### src/rtl/addsub_pkg.sv
package addsub_pkg;

    typedef enum logic {
        MODE_ADD = 1'b0,
        MODE_SUB = 1'b1
    } arith_mode_e;

    typedef enum logic [1:0] {
        NEXT_HOLD  = 2'd0,
        NEXT_LOAD  = 2'd1,
        NEXT_ARITH = 2'd2,
        NEXT_CLEAR = 2'd3
    } next_sel_e;

    typedef struct packed {
        logic sum;
        logic carry;
    } bit_out_t;

    function automatic logic xor3(input logic x, input logic y, input logic z);
        return x ^ y ^ z;
    endfunction

    function automatic logic maj3(input logic x, input logic y, input logic z);
        return (x & y) | (x & z) | (y & z);
    endfunction

    // Reset first, then enable, then load over arithmetic.
    function automatic next_sel_e pick_next(input logic rst_i, input logic en_i,
                                            input logic ld_i);
        if (rst_i)      return NEXT_CLEAR;
        else if (!en_i) return NEXT_HOLD;
        else if (ld_i)  return NEXT_LOAD;
        else            return NEXT_ARITH;
    endfunction

endpackage

### src/rtl/operand_cond.sv
module operand_cond
    import addsub_pkg::*;
#(
    parameter int WIDTH = 16
) (
    input  arith_mode_e      mode,
    input  logic [WIDTH-1:0] a_in,
    output logic [WIDTH-1:0] a_out
);
    logic flip;
    assign flip = (mode == MODE_SUB);

    for (genvar i = 0; i < WIDTH; i++) begin : g_inv
        assign a_out[i] = a_in[i] ^ flip;
    end
endmodule

### src/rtl/bit_cell.sv
module bit_cell
    import addsub_pkg::*;
(
    input  logic     a,
    input  logic     b,
    input  logic     cin,
    output bit_out_t o
);
    always_comb begin
        o.sum   = xor3(a, b, cin);
        o.carry = maj3(a, b, cin);
    end
endmodule

### src/rtl/ripple_chain.sv
module ripple_chain
    import addsub_pkg::*;
#(
    parameter int WIDTH = 16
) (
    input  logic [WIDTH-1:0] a,
    input  logic [WIDTH-1:0] b,
    input  logic             seed,
    output logic [WIDTH-1:0] sum,
    output logic             carry_top
);
    logic [WIDTH:0] chain;
    assign chain[0] = seed;

    for (genvar i = 0; i < WIDTH; i++) begin : g_bit
        bit_out_t cell_o;
        bit_cell u_cell (
            .a   (a[i]),
            .b   (b[i]),
            .cin (chain[i]),
            .o   (cell_o)
        );
        assign sum[i]     = cell_o.sum;
        assign chain[i+1] = cell_o.carry;
    end

    assign carry_top = chain[WIDTH];
endmodule

### src/rtl/result_reg.sv
module result_reg
    import addsub_pkg::*;
#(
    parameter int WIDTH = 16
) (
    input  logic             clk,
    input  next_sel_e        sel,
    input  logic [WIDTH-1:0] load_word,
    input  logic [WIDTH-1:0] arith_word,
    input  logic             arith_carry,
    output logic [WIDTH-1:0] q,
    output logic             q_carry
);
    always_ff @(posedge clk) begin
        unique case (sel)
            NEXT_CLEAR: begin
                q       <= '0;
                q_carry <= 1'b0;
            end
            NEXT_LOAD: begin
                q       <= load_word;
                q_carry <= 1'b0;
            end
            NEXT_ARITH: begin
                q       <= arith_word;
                q_carry <= arith_carry;
            end
            default: begin
                q       <= q;
                q_carry <= q_carry;
            end
        endcase
    end
endmodule

### src/rtl/addsub_loadreg.sv
module addsub_loadreg
    import addsub_pkg::*;
#(
    parameter int WIDTH = 16
) (
    input  logic             clk,
    input  logic             rst,
    input  logic             en,
    input  logic             sub,
    input  logic             ld,
    input  logic [WIDTH-1:0] ld_data,
    input  logic [WIDTH-1:0] opa,
    input  logic [WIDTH-1:0] opb,
    output logic [WIDTH-1:0] result,
    output logic             carry_out
);
    arith_mode_e      mode;
    logic [WIDTH-1:0] a_cond;
    logic [WIDTH-1:0] sum_w;
    logic             carry_w;
    next_sel_e        sel;

    assign mode = arith_mode_e'(sub);
    assign sel  = pick_next(rst, en, ld);

    operand_cond #(.WIDTH(WIDTH)) u_cond (
        .mode  (mode),
        .a_in  (opa),
        .a_out (a_cond)
    );

    // The mode bit is both the inversion control and the carry seed.
    ripple_chain #(.WIDTH(WIDTH)) u_chain (
        .a         (a_cond),
        .b         (opb),
        .seed      (sub),
        .sum       (sum_w),
        .carry_top (carry_w)
    );

    result_reg #(.WIDTH(WIDTH)) u_reg (
        .clk         (clk),
        .sel         (sel),
        .load_word   (ld_data),
        .arith_word  (sum_w),
        .arith_carry (carry_w),
        .q           (result),
        .q_carry     (carry_out)
    );
endmodule

### config.mk
export PLATFORM = sky130hd
export DESIGN_NAME = addsub_loadreg
export DESIGN_NICKNAME = d
export VERILOG_FILES = /design/src/rtl/addsub_pkg.sv /design/src/rtl/operand_cond.sv /design/src/rtl/bit_cell.sv /design/src/rtl/ripple_chain.sv /design/src/rtl/result_reg.sv /design/src/rtl/addsub_loadreg.sv
export SDC_FILE = /design/constraint.sdc
export NUM_CORES = 1
export LEC_CHECK = 0
export ABC_AREA = 0
export BUFFER_PORTS_ARGS = -buffer_cell sky130_fd_sc_hd__buf_2
export CORE_MARGIN = 1.5
export CORE_UTILIZATION = 24
export DETAILED_ROUTE_END_ITERATION = 6
export GPL_ROUTABILITY_DRIVEN = 1
export MAX_ROUTING_LAYER = met4
export PLACE_DENSITY = 0.46
export SETUP_SLACK_MARGIN = 0.4
export SLEW_MARGIN = 25
export SYNTH_ARGS = -nofsm -noshare
export SYNTH_HDL_FRONTEND = slang
export SYNTH_SLANG_ARGS = --single-unit
export TNS_END_PERCENT = 50
### constraint.sdc
create_clock -name clk -period 7.9 [get_ports clk]
set_input_delay 0.79 -clock clk [delete_from_list [all_inputs] [get_ports clk]]
set_output_delay 0.79 -clock clk [all_outputs]
set_load 0.02 [all_outputs]
Word level (Yosys, flattened, before mapping)
Cells that the tools add are included.
- memory bits (writable): 0
- memories: 0
- logic and storage cells: 141
- bits in registers: 17
- input port bits: 53
- output and inout port bits: 17
- ROM bits: 0
- latch bits: 0
- add/sub/neg operators: 0
- $mul: 0
- div/mod/pow operators: 0
- reduce and logical (&&, ||, !) cells: 3
- mux-type cells: 5
- shift-type cells: 0
- bitwise operators: 128
- $lt $le $gt $ge: 0
- eq/ne operators: 3
- operator list (kind ; count):
    AND 1 bit ; 48
    case mux 16 bit (3 select lines) ; 1
    XOR 1 bit ; 48
    OR 1 bit ; 32
    2-to-1 mux 2 bit ; 3
    equality test 2 bit (second input constant) ; 2
    nonzero test 3 bit ; 1
    equality test 2 x 1 -> 1 bit (second input constant) ; 1
    case mux 1 bit (2 select lines) ; 1
    nonzero test 2 bit ; 1
    OR reduction 2 bit ; 1

Logic depth before layout (Yosys ltp)
Gate-level depths: netlist (run 1).
- depth in word-level cells: 50
- depth in mapped cells: 23
- mapped depth without buffers: 21

Modules after synthesis
Synthesis (run 1) repeated with hierarchy kept, for this count alone.
- cells, all modules: 98
- area, all modules: 1408.9 µm²
- by module, submodules not included (module ; area an instance (µm²) ; times used ; seq. area each (µm²) ; cells each):
    result_reg ; 897.1 ; 1 ; 510.5 ; 61
    bit_cell ; 20.0 ; 16 ; 0.0 ; 1
    operand_cond ; 171.4 ; 1 ; 0.0 ; 18
    addsub_loadreg ; 20.0 ; 1 ; 0.0 ; 3

Worst setup path after synthesis (run 1)
OpenSTA, ideal clock, no wires.
- kind: input to register
- from: in sub
- to: reg u_reg.q[15], data pin
- setup time: 0.256 ns
- stages on the path: 23
- required time: 7.644 ns
- buffers on the path: 2
- arrival: 6.646 ns
- path slack: 0.998 ns
- cells stage by stage: buf_6 buf_6 xnor2_1 fa_1 fa_1 inv_1 fa_1 fa_1 fa_1 fa_1 fa_1 fa_1 fa_1 fa_1 fa_1 fa_1 fa_1 inv_1 fa_1 inv_1 fa_1 a22oi_1 nor2_1
- cells in the longest elaborated chain, start to end: 48
- elaborated cells between the ends (all ways): 94
- those cells by class: mux: 1; bitwise: 93
- RTL lines (item ; line ; RTL):
    start, declared ; addsub_loadreg.sv:9 ; input logic sub,
    XOR 1 bit ; operand_cond.sv:14 ; assign a_out[i] = a_in[i] ^ flip;
    AND 1 bit ; addsub_pkg.sv:25 ; return (x & y) | (x & z) | (y & z);
    OR 1 bit (2 in a row) ; addsub_pkg.sv:25 ;
    AND 1 bit ; addsub_pkg.sv:25 ;
    OR 1 bit (2 in a row) ; addsub_pkg.sv:25 ;
    AND 1 bit ; addsub_pkg.sv:25 ;
    OR 1 bit (2 in a row) ; addsub_pkg.sv:25 ;
    AND 1 bit ; addsub_pkg.sv:25 ;
    [... 26 more ...] ; n/a ;
    AND 1 bit ; addsub_pkg.sv:25 ;
    OR 1 bit (2 in a row) ; addsub_pkg.sv:25 ;
    AND 1 bit ; addsub_pkg.sv:25 ;
    OR 1 bit (2 in a row) ; addsub_pkg.sv:25 ;
    AND 1 bit ; addsub_pkg.sv:25 ;
    OR 1 bit (2 in a row) ; addsub_pkg.sv:25 ;
    XOR 1 bit * ; addsub_pkg.sv:21 ; return x ^ y ^ z;
    case mux 16 bit (3 select lines) * ; result_reg.sv:15 ; unique case (sel)
    end signal, assigned ; result_reg.sv:21 ; q <= load_word;
    end signal, assigned ; result_reg.sv:25 ; q <= arith_word;
    end signal, assigned ; result_reg.sv:29 ; q <= q;
    end, declared ; result_reg.sv:11 ; output logic [WIDTH-1:0] q,
Every way passes the cells marked *; elsewhere a longest branch is shown, timed or not.
A chain may end at the register's enable or synchronous reset.

Final worst setup path (run 1)
Same ends and word-level chain as after synthesis.

==> results of run 1 <==
[cell type report]
class	count	area, sq um	area share
tap	70	87.6	0.0505
sequential	17	510	0.294
clock buffer	4	45.0	0.0260
inverter	9	33.8	0.0195
multi-input combinational	75	712	0.411
timing repair buffer	69	345	0.199
[worst paths after layout]
path | start | end | slack, ns
worst min-delay path | ld_data[9] | u_reg.q[9] | 0.89
worst max-delay path | sub | u_reg.q[15] | 0.88
[metal layers]
metal,up-vias,routed length (um),GRT usage
met3,4,162,0.0131
li1,491,-,-
met5,-,0,-
met1,416,1280,0.122
met2,46,1220,0.147
met4,0,31,0.0382
[power groups by stage]
stage / logic [uW] / registers (uW) / clock network, uW
finish: 100 / 115 / 59.8
CTS: 102 / 115 / 60.9
floorplan: 50.3 / 132 / 0
detailed placement: 102 / 117 / 0
global route: 114 / 116 / 64.3
global placement: 100 / 117 / 0
[critical path, stage by stage]
cell	delay [ns]
sky130_fd_sc_hd__buf_2	0.34
sky130_fd_sc_hd__xnor2_1	0.19
sky130_fd_sc_hd__fa_1	0.22
sky130_fd_sc_hd__fa_1	0.17
sky130_fd_sc_hd__inv_1	0.05
sky130_fd_sc_hd__fa_1	0.37
sky130_fd_sc_hd__fa_1	0.39
sky130_fd_sc_hd__fa_1	0.39
sky130_fd_sc_hd__fa_1	0.40
sky130_fd_sc_hd__fa_1	0.39
sky130_fd_sc_hd__fa_1	0.41
sky130_fd_sc_hd__fa_1	0.40
sky130_fd_sc_hd__fa_1	0.39
sky130_fd_sc_hd__fa_1	0.39
sky130_fd_sc_hd__fa_1	0.39
sky130_fd_sc_hd__fa_1	0.37
sky130_fd_sc_hd__inv_1	0.08
sky130_fd_sc_hd__fa_1	0.16
sky130_fd_sc_hd__inv_1	0.05
sky130_fd_sc_hd__fa_1	0.43
sky130_fd_sc_hd__a22oi_1	0.15
sky130_fd_sc_hd__nor2_1	0.07
[cells in the mapped netlist]
| library cell | instances | area share |
|---|---|---|
| sky130_fd_sc_hd__xor2_1 | 12 | 0.079 |
| sky130_fd_sc_hd__clkbuf_2 | 1 | 0.0038 |
| sky130_fd_sc_hd__o22ai_1 | 1 | 0.0047 |
| sky130_fd_sc_hd__and2_2 | 1 | 0.0057 |
| sky130_fd_sc_hd__xnor2_1 | 4 | 0.026 |
| sky130_fd_sc_hd__nand2b_1 | 4 | 0.019 |
| sky130_fd_sc_hd__nand2_1 | 4 | 0.011 |
| sky130_fd_sc_hd__inv_1 | 9 | 0.026 |
| sky130_fd_sc_hd__a21o_1 | 2 | 0.011 |
| sky130_fd_sc_hd__mux2i_1 | 1 | 0.0076 |
| sky130_fd_sc_hd__nor2_1 | 12 | 0.034 |
| sky130_fd_sc_hd__a22oi_1 | 12 | 0.068 |
| sky130_fd_sc_hd__fa_1 | 15 | 0.23 |
| sky130_fd_sc_hd__buf_2 | 1 | 0.0038 |
| sky130_fd_sc_hd__buf_6 | 5 | 0.043 |
| sky130_fd_sc_hd__a21oi_1 | 4 | 0.015 |
| sky130_fd_sc_hd__ha_1 | 3 | 0.028 |
| sky130_fd_sc_hd__edfxtp_1 | 17 | 0.39 |
[kinds of logic (layout without fill, tap and decap cells)]
logic type      after synthesis  count (layout)  share of synthesized area
buf+inv                      16              82                     0.0757
flops                        17              17                      0.386
mux                           1               1                    0.00757
xor+xnor                     16              16                      0.106
fa+ha+maj                    18              18                      0.255
compound gates               19              19                     0.0993
simple gates                 21              21                     0.0700
[state kept, by name, indices dropped and copies added, names as in the netlist]
name / flops
u_reg.q: 16
u_reg.q_carry: 1
[metrics by stage]
| stage | hold WS, ns | total power, uW | instances | instance area (sq um) | worst slack (ns) |
|---|---|---|---|---|---|
| 2_1_floorplan | 1.01 | 182 | 108 | 1320 | 0.998 |
| 3_3_place_gp | 1.15 | 217 | 240 | 1690 | 0.707 |
| 3_5_place_dp | 1.14 | 219 | 240 | 1690 | 0.592 |
| 4_1_cts | 0.892 | 278 | 244 | 1730 | 0.850 |
| 5_1_grt | 0.918 | 294 | 244 | 1730 | 0.572 |
| 6_report | 0.894 | 274 | 244 | 1730 | 0.881 |
==> impl.org, run 1 <==
** Run status
- The run finished with clean final reports.

** Clocking
- Clock-pin slew was measured on the worst setup and hold paths at 0.06 ns.
- In this run the post-CTS setup repair buffer count came out at 0.
- Maximum level of the CTS H-tree :: 1
- Hold Buf Count CTS :: 0
- Clock tree from TritonCTS :: built
- The clock net in this run drives a total of 17 sinks.
- In this run, CTS created clock tree buffers numbering 3.
- Post-CTS repair changed the size of 0 cells.
- Clock tree root driver cell :: sky130_fd_sc_hd__clkbuf_8
- Maximum clock insertion buffer count :: 2

** Placed design
- After legalization and detailed placement, the total HPWL measured 2.47 mm.
- GPL Wtd Cong :: 0.799
- # port buffers :: 69

** Detailed routing
- Wires add up to 2.70 mm.
- Drt pass-1 iters :: 5
- The detailed router finished its first iteration with 23 violations.
- After detailed routing, the number of vias per cell comes to 3.92.
- Antenna-violating nets left :: 0
- DRC viols :: 0
- In the final routed layout, each cell accounts on average for 11.1 um.
- Vias post-DR :: 957

** Worst setup path
- At the worst endpoint, the arrival time is 6.99 ns.
- Crit path required time :: 7.87 ns
- Of all nets on the critical path, the largest fanout is 16.
- STA classifies the critical path endpoint as a flip-flop.
- The worst setup path is of the in2reg kind.
- CP Launch Type :: primary input

** Floorplanning
- Initial standard-cell utilization of the core :: 0.254
- The total area inside the core boundary comes to 0.00520 sq mm.
- From left edge to right edge, the die measures 77.2 um.
- The floorplan step set the die height to 77.2 um.
- Pin placement for this block handled 70 I/O pins.
- Row generation in the floorplan step produced 26 rows.
- Die area :: 0.00596 sq mm

** Global routing
- Global Route Usage Sum :: 0.0940
- The initial antenna violation count was 0.
- Wire length of the first global-routing pass :: approximately 4.3 mm
- Via count of the first global-routing pass :: 1020
- Largest net degree at the start of global routing :: 18
- Overall overflow remaining after global route :: 0

** STA
- For the pin with the worst max-slew slack, the measured transition is 0.588 ns.
- Max Clock Freq :: 142 MHz
- Setup TNS :: 0 ns
- For the finished layout, the period the worst path requires is 7.02 ns.
- The final number of hold-violating endpoints came to 0.
- Normalized max-slew margin :: 0.607
- Setup violations remaining at the end of the flow were counted as 0.
- In the finished design, the share of the clock period the worst path needs comes to 0.888.
- The final-report max-slew violation count is 0.
- Setup repair after global routing left no endpoint under its margin.

** Finish
- Share of layout cells above drive strength 1 :: 0.420
- The area growth from synthesis to layout is 31.1%.
- Leaving out fill and tap cells, the most frequent cell in the layout is sky130_fd_sc_hd__buf_2.
- Antenna diode count :: 0
- Commonest cells after routing, fill and taps aside :: sky130_fd_sc_hd__buf_2, sky130_fd_sc_hd__edfxtp_1, sky130_fd_sc_hd__fa_1
- Final core utilization :: 0.333
- In the final design database the tool counted 246 nets.
- Filler instances :: 562

** Worst hold path
- Worst Hold Depth :: 3
- Worst min-delay path class :: in2reg

** Synthesis
- In this run the cell area of the synthesized design comes to 0.00132 sq mm.
- The share of the Yosys chip area taken by registers is 0.386.
- During synthesis, Yosys emitted a total of 0 warnings.
- Average cell area after synthesis :: 12.2 sq um
- Net Count, Synth :: 179
- After synthesis the netlist holds a flip-flop and latch count of 17.
- Gate count after technology mapping :: 108
- In this run, distinct cell masters in the synthesized netlist total 18.

** Flow run
- Number of maximum-capacitance violations :: 0

** Power
- Dividing total power by cell area gives a power density of 158 mW/mm^2.
- Summed over all cells, the static leakage comes to between 0.0008 and 0.0009 uW.
- In this run the power spent charging and discharging nets is 83.6 uW.
- The internal power of the cells totals roughly 190 uW.
- Of the total power, the clock network draws 0.218.
- Switch share :: 0.305
- The worst-case IR drop observed on VDD is 0.0489 mV.
- Portion of total power attributed to combinational logic :: 0.365
- Proportion of power drawn by flip-flops and latches :: 0.418
(Power assumes the default switching activity.)
==> run 2: changes to the inputs <==
--- a/config.mk
+++ b/config.mk
@@ -8,5 +8,4 @@
 export ABC_AREA = 0
 export BUFFER_PORTS_ARGS = -buffer_cell sky130_fd_sc_hd__buf_2
-export CORE_MARGIN = 1.5
 export CORE_UTILIZATION = 24
 export DETAILED_ROUTE_END_ITERATION = 6
==> constraint.sdc (replaced) <==
create_clock -name clk -period 7.9 [get_ports clk]
set_input_delay 1.58 -clock clk [delete_from_list [all_inputs] [get_ports clk]]
set_output_delay 1.58 -clock clk [all_outputs]
set_load 0.02 [all_outputs]
==> impl.org, run 2 (synthesis results as in run 1) <==
** Detailed routing
- The post-detailed-route wirelength per cell was 11.1 um (+0.55%).
- The wire length after detailed routing is 2.72 mm (+0.96%).
- Vias post-DR :: 945 (-1.3%)
- The number of DRC markers after the initial detailed-route iteration came to 17 (-26%).
- Routed via count divided by cell count :: 3.86 (-1.7%)
- The remaining antenna violation count after routing came to 0 (unchanged).
- The count of TritonRoute iterations in the first routing pass came to 4 (-1).
- DRC viols :: 0 (unchanged)

** STA
- Hold slack final :: 1.67 ns (+0.773 ns)
- Share of the clock period used by the worst path :: 0.920 (+0.0317)
- Setup repair after global routing left no endpoint under its margin.
- Transition time at the pin with the least slew margin :: 0.596 ns (+0.00796 ns)
- Final Hold Viols :: 0 (unchanged)
- The setup-violating endpoint count in the final report came to 0 (unchanged).
- Final WS setup :: 0.630 ns (-0.251 ns)
- The normalized max-slew margin was 0.602 (-0.00531).
- The final-report max-slew violation count came to 0 (unchanged).
- Final critical delay including setup and external delays :: 7.27 ns (+0.251 ns)
- The total negative setup slack was 0 ns (unchanged).
- Max Clock Freq :: 138 MHz (-3.4%)

** Floorplanning
- Number of rows created at floorplan :: 26 (unchanged)
- The vertical die dimension was 76.2 um (-1.3%).
- The die outline width is 76.2 um (-1.3%).
- The number of placed I/O pins came to 70 (unchanged).
- Placeable core area :: 0.00520 sq mm (unchanged)
- Initial standard-cell utilization of the core :: 0.254 (unchanged)
- Die area :: 0.00581 sq mm (-2.6%)

** Finish
- The fraction of final layout cells with drive strength greater than 1 is 0.486 (+0.0662).
- Number of nets in the finished design :: 247 (+0.41%)
- Final core utilization :: 0.341 (+0.00793)
- Antenna diode count :: 0 (unchanged)
- The library cell used most frequently in the layout, excluding fill and tap cells, is sky130_fd_sc_hd__buf_2.
- Most flops, register :: u_reg.q
- Biggest registers after layout :: u_reg.q (16), u_reg.q_carry (1)
- Number of flip-flops under the largest register name :: 16 (unchanged)
- Signed area change from the synthesized netlist to the final layout :: 34.2%
- Commonest cells after routing, fill and taps aside :: sky130_fd_sc_hd__buf_2, sky130_fd_sc_hd__edfxtp_1, sky130_fd_sc_hd__xor2_1, sky130_fd_sc_hd__a22oi_1, sky130_fd_sc_hd__nor2_1

** Global routing
- The met2 track demand over resource is 0.159 (+0.0112).
- Busiest metal layer after global routing :: met2
- The met3 layer usage reported by global route was 0.0132 (+0.0000784).
- The final global-route overflow total was 0 (unchanged).
- The pin count of the biggest net entering global routing was 18 (unchanged).
- Met1 Resource Use GR :: 0.143 (+0.0207)
- Global Route Usage Sum :: 0.107 (+0.0132)
- Wire length of the first global-routing pass :: 4.82 mm (+11%)
- Via count of the first global-routing pass :: 1057 (+3.6%)
- Antenna violations before repair :: 0 (unchanged)

** Clocking
- CTS buffer count :: 3 (unchanged)
- Clock tree from TritonCTS :: built
- The depth of the CTS H-tree came to 1 (unchanged).
- Maximum clock insertion buffer count :: 2 (unchanged)
- Number of setup buffers added after CTS :: 0 (unchanged)
- Hold Buf Count CTS :: 0 (unchanged)
- The tree is rooted in a sky130_fd_sc_hd__clkbuf_8.
- The clock input transition at the sequential cells of the worst setup and hold paths was 0.06 ns (about the same).
- Clock sinks :: 17 (unchanged)

** Run status
- The run finished with clean final reports.

** Power
- The leakage power figure was 0.000825 uW (+0.17%).
- The maximum resistive drop on vdd was 0.0466 mV (-4.7%).
- Power density relative to cell area :: 158 mW/mm^2 (-0.15%)

** Placed design
- DP Worst Slack :: 0.249 ns (-0.342 ns)
- The final HPWL from detailed placement was 2.47 mm (about the same).
- # port buffers :: 69 (unchanged)
- GPL Wtd Cong :: 0.812 (+1.6%)

** Worst setup path
- Critical Path AT :: 7.25 ns (+0.26 ns)
- CP Launch Type :: primary input
- The worst path required time was 7.88 ns (about the same).
- The setup path with the least slack is of type in2reg.
- The worst setup path is captured at a flip-flop.
- The peak fanout along the critical path was 2 (-14).

** Flow run
- The reported max-cap violation count came to 0 (unchanged).

** Worst hold path
- The min-delay analysis places its worst path in the category in2reg.
-- run 2: cell types whose count changed in the layout (fill, tap and decap cells not counted), sizes merged --
cell  before  now
buf       69   70
-- run 2: path summary, 6_finish.rpt --
path / start / end / cells past startpoint
min: ld_data[3] / u_reg.q[3] / 3
max: opa[0] / u_reg.q[15] / 22
-- run 2: critical path, cell delays in order --
cell                      delay, ns
sky130_fd_sc_hd__buf_2         0.11
sky130_fd_sc_hd__mux2i_2       0.24
sky130_fd_sc_hd__fa_2          0.23
sky130_fd_sc_hd__fa_1          0.15
sky130_fd_sc_hd__inv_1         0.05
sky130_fd_sc_hd__fa_1          0.37
sky130_fd_sc_hd__fa_1          0.40
sky130_fd_sc_hd__fa_2          0.36
sky130_fd_sc_hd__fa_2          0.35
sky130_fd_sc_hd__fa_2          0.35
sky130_fd_sc_hd__fa_2          0.35
sky130_fd_sc_hd__fa_2          0.34
sky130_fd_sc_hd__fa_2          0.34
sky130_fd_sc_hd__fa_2          0.35
sky130_fd_sc_hd__fa_2          0.35
sky130_fd_sc_hd__fa_1          0.38
sky130_fd_sc_hd__inv_1         0.08
sky130_fd_sc_hd__fa_1          0.16
sky130_fd_sc_hd__inv_1         0.05
sky130_fd_sc_hd__fa_1          0.43
sky130_fd_sc_hd__a22oi_1       0.16
sky130_fd_sc_hd__nor2_1        0.07
-- run 2: where the power goes --
group / switching, uW / internal (uW)
combinational: 58.9 / 46.0
sequential: 2.56 / 112
clock: 25.1 / 35.7
total: 86.6 / 194
-- run 2: repair_timing --
action | 4_1_cts | 5_1_grt
resized for setup | 0 | 2
hold endpoints to repair | 0 | 0
setup endpoints to repair | 0 | 1
-- run 2: metal layers --
| metal | vias up | share of wire |
|---|---|---|
| met3 | 7 | 0.050 |
| met2 | 45 | 0.44 |
| met5 | - | 0 |
| li1 | 493 | - |
| met1 | 400 | 0.48 |
| met4 | 0 | 0.027 |
-- run 2: final cells by class --
class / count / area (sq um)
Fill cell: 563 / 3430
Multi-Input combinational cell: 75 / 746
Sequential cell: 17 / 510
Timing Repair Buffer: 70 / 353
Tap cell: 70 / 87.6
Clock buffer: 4 / 45.0
Inverter: 9 / 33.8
-- run 2: per-stage QoR --
step | power (uW) | instances | instance area [sq um]
finish | 280 | 245 | 1780
global route | 302 | 245 | 1780
CTS | 284 | 245 | 1770
detailed placement | 223 | 241 | 1730
global placement | 221 | 241 | 1730
floorplan | 184 | 108 | 1350
==> run 3: changes to the inputs <==
==> constraint.sdc (replaced) <==
create_clock -name clk -period 7.5 [get_ports clk]
set_input_delay 1.5 -clock clk [delete_from_list [all_inputs] [get_ports clk]]
set_output_delay 1.5 -clock clk [all_outputs]
set_load 0.1 [all_outputs]
==> impl.org, run 3 (synthesis results as in run 1) <==
** Run status
- The run finished with clean final reports.

** Worst setup path
- Crit path max-delay cell type :: sky130_fd_sc_hd__fa_1
- Worst Path Buf+Inv :: 4 (unchanged)
- Type of the setup path with the least slack :: in2reg
- Stage delay of the slowest cell on the critical path :: 0.42 ns (about the same)
- CP Launch Type :: primary input
- The total number of cells along the worst setup path was 22 (unchanged).
- Critical path cell sequence :: buf_2 > mux2i_4 > fa_2 > fa_1 > inv_1 > fa_2 > fa_2 > fa_2 > fa_2 > fa_2 > fa_2 > fa_2 > fa_2 > fa_2 > fa_2 > fa_2 > inv_2 > fa_2 > inv_1 > fa_1 > a22oi_1 > nor2_1
- Most repeated library cell on the critical path :: sky130_fd_sc_hd__fa_2
- Critical Path AT :: 7.00 ns (-0.25 ns)
- The worst path required time is 7.48 ns (-0.40 ns).
- Family with the most delay on the worst path :: adder cells
- Maximum fanout count along the critical path :: 2 (unchanged)
- Endpoint kind of the worst setup timing path :: flip-flop

** Finish
- Most frequent standard cell in the layout excluding fill and tap cells :: sky130_fd_sc_hd__buf_2
- Number of nets in the finished design :: 247 (unchanged)
- Post-layout instance count excluding filler cells :: 245 (unchanged)
- Commonest cells after routing, fill and taps aside :: sky130_fd_sc_hd__buf_2, sky130_fd_sc_hd__edfxtp_1, sky130_fd_sc_hd__fa_2
- Most flops, register :: u_reg.q
- The flip-flop count of the largest register, all copies and words added was 16 (unchanged).
- From synthesis to final layout, the design area changed by 35.7%.
- The fraction of final layout cells with drive strength greater than 1 came to 0.514 (+0.0286).
- The largest registers in the layout are u_reg.q (16), u_reg.q_carry (1).
- The number of inserted diodes came to 0 (unchanged).

** Clocking
- The clock buffer count from CTS was 3 (unchanged).
- The number of buffers inserted to repair setup after CTS is 0 (unchanged).
- Clock tree root driver cell :: sky130_fd_sc_hd__clkbuf_8
- The clock input transition at the sequential cells of the worst setup and hold paths came to 0.06 ns (about the same).
- Clock tree from TritonCTS :: built
- Clock sinks :: 17 (unchanged)
- The depth of the CTS H-tree was 1 (unchanged).
- The number of buffers on the longest clock path is 2 (unchanged).

** Detailed routing
- Routed via count divided by cell count :: 3.91 (+1.5%)
- The length of routed met3 wiring was 136 um (-0.73%).
- Drt pass-1 iters :: 4 (unchanged)
- Post-route met1 wirelength :: 1.30 mm (-1.4%)
- Violation count after the first detailed-route iteration :: 18 (+1)
- Antenna-violating nets left :: 0 (unchanged)
- Total met2 wirelength after detailed routing :: 1.26 mm (+5.6%)
- The highest layer touched by signal routing is met4.
- The post-detailed-route wirelength per cell was 11.1 um (about the same).
- The wire length after detailed routing came to 2.72 mm (about the same).
- DRC viols :: 0 (unchanged)
- The total number of vias was 959 (+1.5%).

** Floorplanning
- Initial standard-cell utilization of the core :: 0.254 (unchanged)
- Placeable core area :: 0.00520 sq mm (unchanged)
- Y dimension of the die :: 76.2 um (unchanged)
- The die area came to 0.00581 sq mm (unchanged).
- Chip Width :: 76.2 um (unchanged)
- The number of placed I/O pins was 70 (unchanged).
- Number of rows created at floorplan :: 26 (unchanged)

** Placed design
- # port buffers :: 69 (unchanged)
- The worst slack after detailed placement came to 0.0966 ns (-0.153 ns).
- Inst Count DP :: 241 (unchanged)
- GPL Wtd Cong :: 0.782 (-3.6%)
- HPWL Detailed :: 2.52 mm (+2.1%)

** STA
- The final number of hold-violating endpoints came to 0 (unchanged).
- The total negative setup slack is 0 ns (unchanged).
- Max-slew violation count :: 0 (unchanged)
- Dividing the final minimum period by the clock period gives 0.936.
- Final setup violating endpoints :: 0 (unchanged)
- Normalized max-slew margin :: 0.607 (+0.00496)
- Final critical delay including setup and external delays :: between 7 and 8 ns
- Setup repair after global routing could not meet its margin everywhere.
- For this run, the top clock speed supported by timing is 142 MHz.
- Final WS setup :: 0.481 ns (-0.149 ns)
- The slew at the pin with the worst max-slew slack is 0.589 ns (-0.00742 ns).

** Worst hold path
- Worst min-delay path class :: in2reg
- The hold path depth is 3 (unchanged).

** Global routing
- The initial antenna violation count came to 0 (unchanged).
- Overall overflow remaining after global route :: 0 (unchanged)
- The global-route total usage across every layer is 0.103 (-0.00386).
- The pin count of the biggest net entering global routing is 18 (unchanged).
- The first-pass GRT wire length was 4.75 mm (-1.4%).
- Via count of the first global-routing pass :: 1090 (+3.1%)

** Power
- Maximum ir drop on the vdd rail :: 0.0697 mV (+50%)
- Leakage power of the design :: 0.000822 uW (-0.40%)
- The total power came to 365 uW (+30%).
- Power density relative to cell area :: 204 mW/mm^2 (+29%)

** Flow run
- Number of maximum-capacitance violations :: 0 (unchanged)
## run 3: cell count changes in the layout (fill, tap and decap cells not counted)
cell                      before  now
sky130_fd_sc_hd__fa_1          6    2
sky130_fd_sc_hd__fa_2          9   13
sky130_fd_sc_hd__inv_1         9    8
sky130_fd_sc_hd__inv_2         0    1
sky130_fd_sc_hd__mux2i_2       1    0
sky130_fd_sc_hd__mux2i_4       0    1
## run 3: power breakdown
part | switching (uW) | total (uW) | internal [uW]
combinational | 132 | 180 | 48.7
sequential | 2.97 | 121 | 118
clock | 26.4 | 63.9 | 37.5
## run 3: repair_timing
action	in CTS	in global routing
endpoints found under the setup margin	1	2
resized for setup	3	0
hold buffers	0	0
pin swaps	4	1
## run 3: worst paths after layout
check                      start          end  slack [ns]
worst max-delay path      opa[0]  u_reg.q[15]        0.48
worst min-delay path  ld_data[4]   u_reg.q[4]        1.60
## run 3: per-layer routing
metal,vias to the layer above,global-route usage
met5,-,-
met1,426,0.130
li1,492,-
met2,39,0.173
met4,0,0.0346
met3,2,0.0108
## run 3: final cells by class
class	count	area [sq um]
multi-input combinational	75	764
fill	564	3410
tap	70	87.6
sequential	17	510
timing repair buffer	70	353
inverter	9	33.8
clock buffer	4	45.0
## run 3: tightest hold or removal path, stage by stage
cell	delay, ns
sky130_fd_sc_hd__buf_2	0.08
sky130_fd_sc_hd__a22oi_1	0.05
sky130_fd_sc_hd__nor2_1	0.09
## run 3: metrics by stage
stage | hold WS (ns) | util | area (sq um)
after floorplan | 1.72 | - | 1370
after global placement | 1.84 | 0.335 | 1740
after detailed placement | 1.85 | 0.335 | 1740
after CTS | 1.60 | 0.345 | 1790
after global routing | 1.62 | 0.345 | 1790
final | 1.60 | 0.345 | 1790
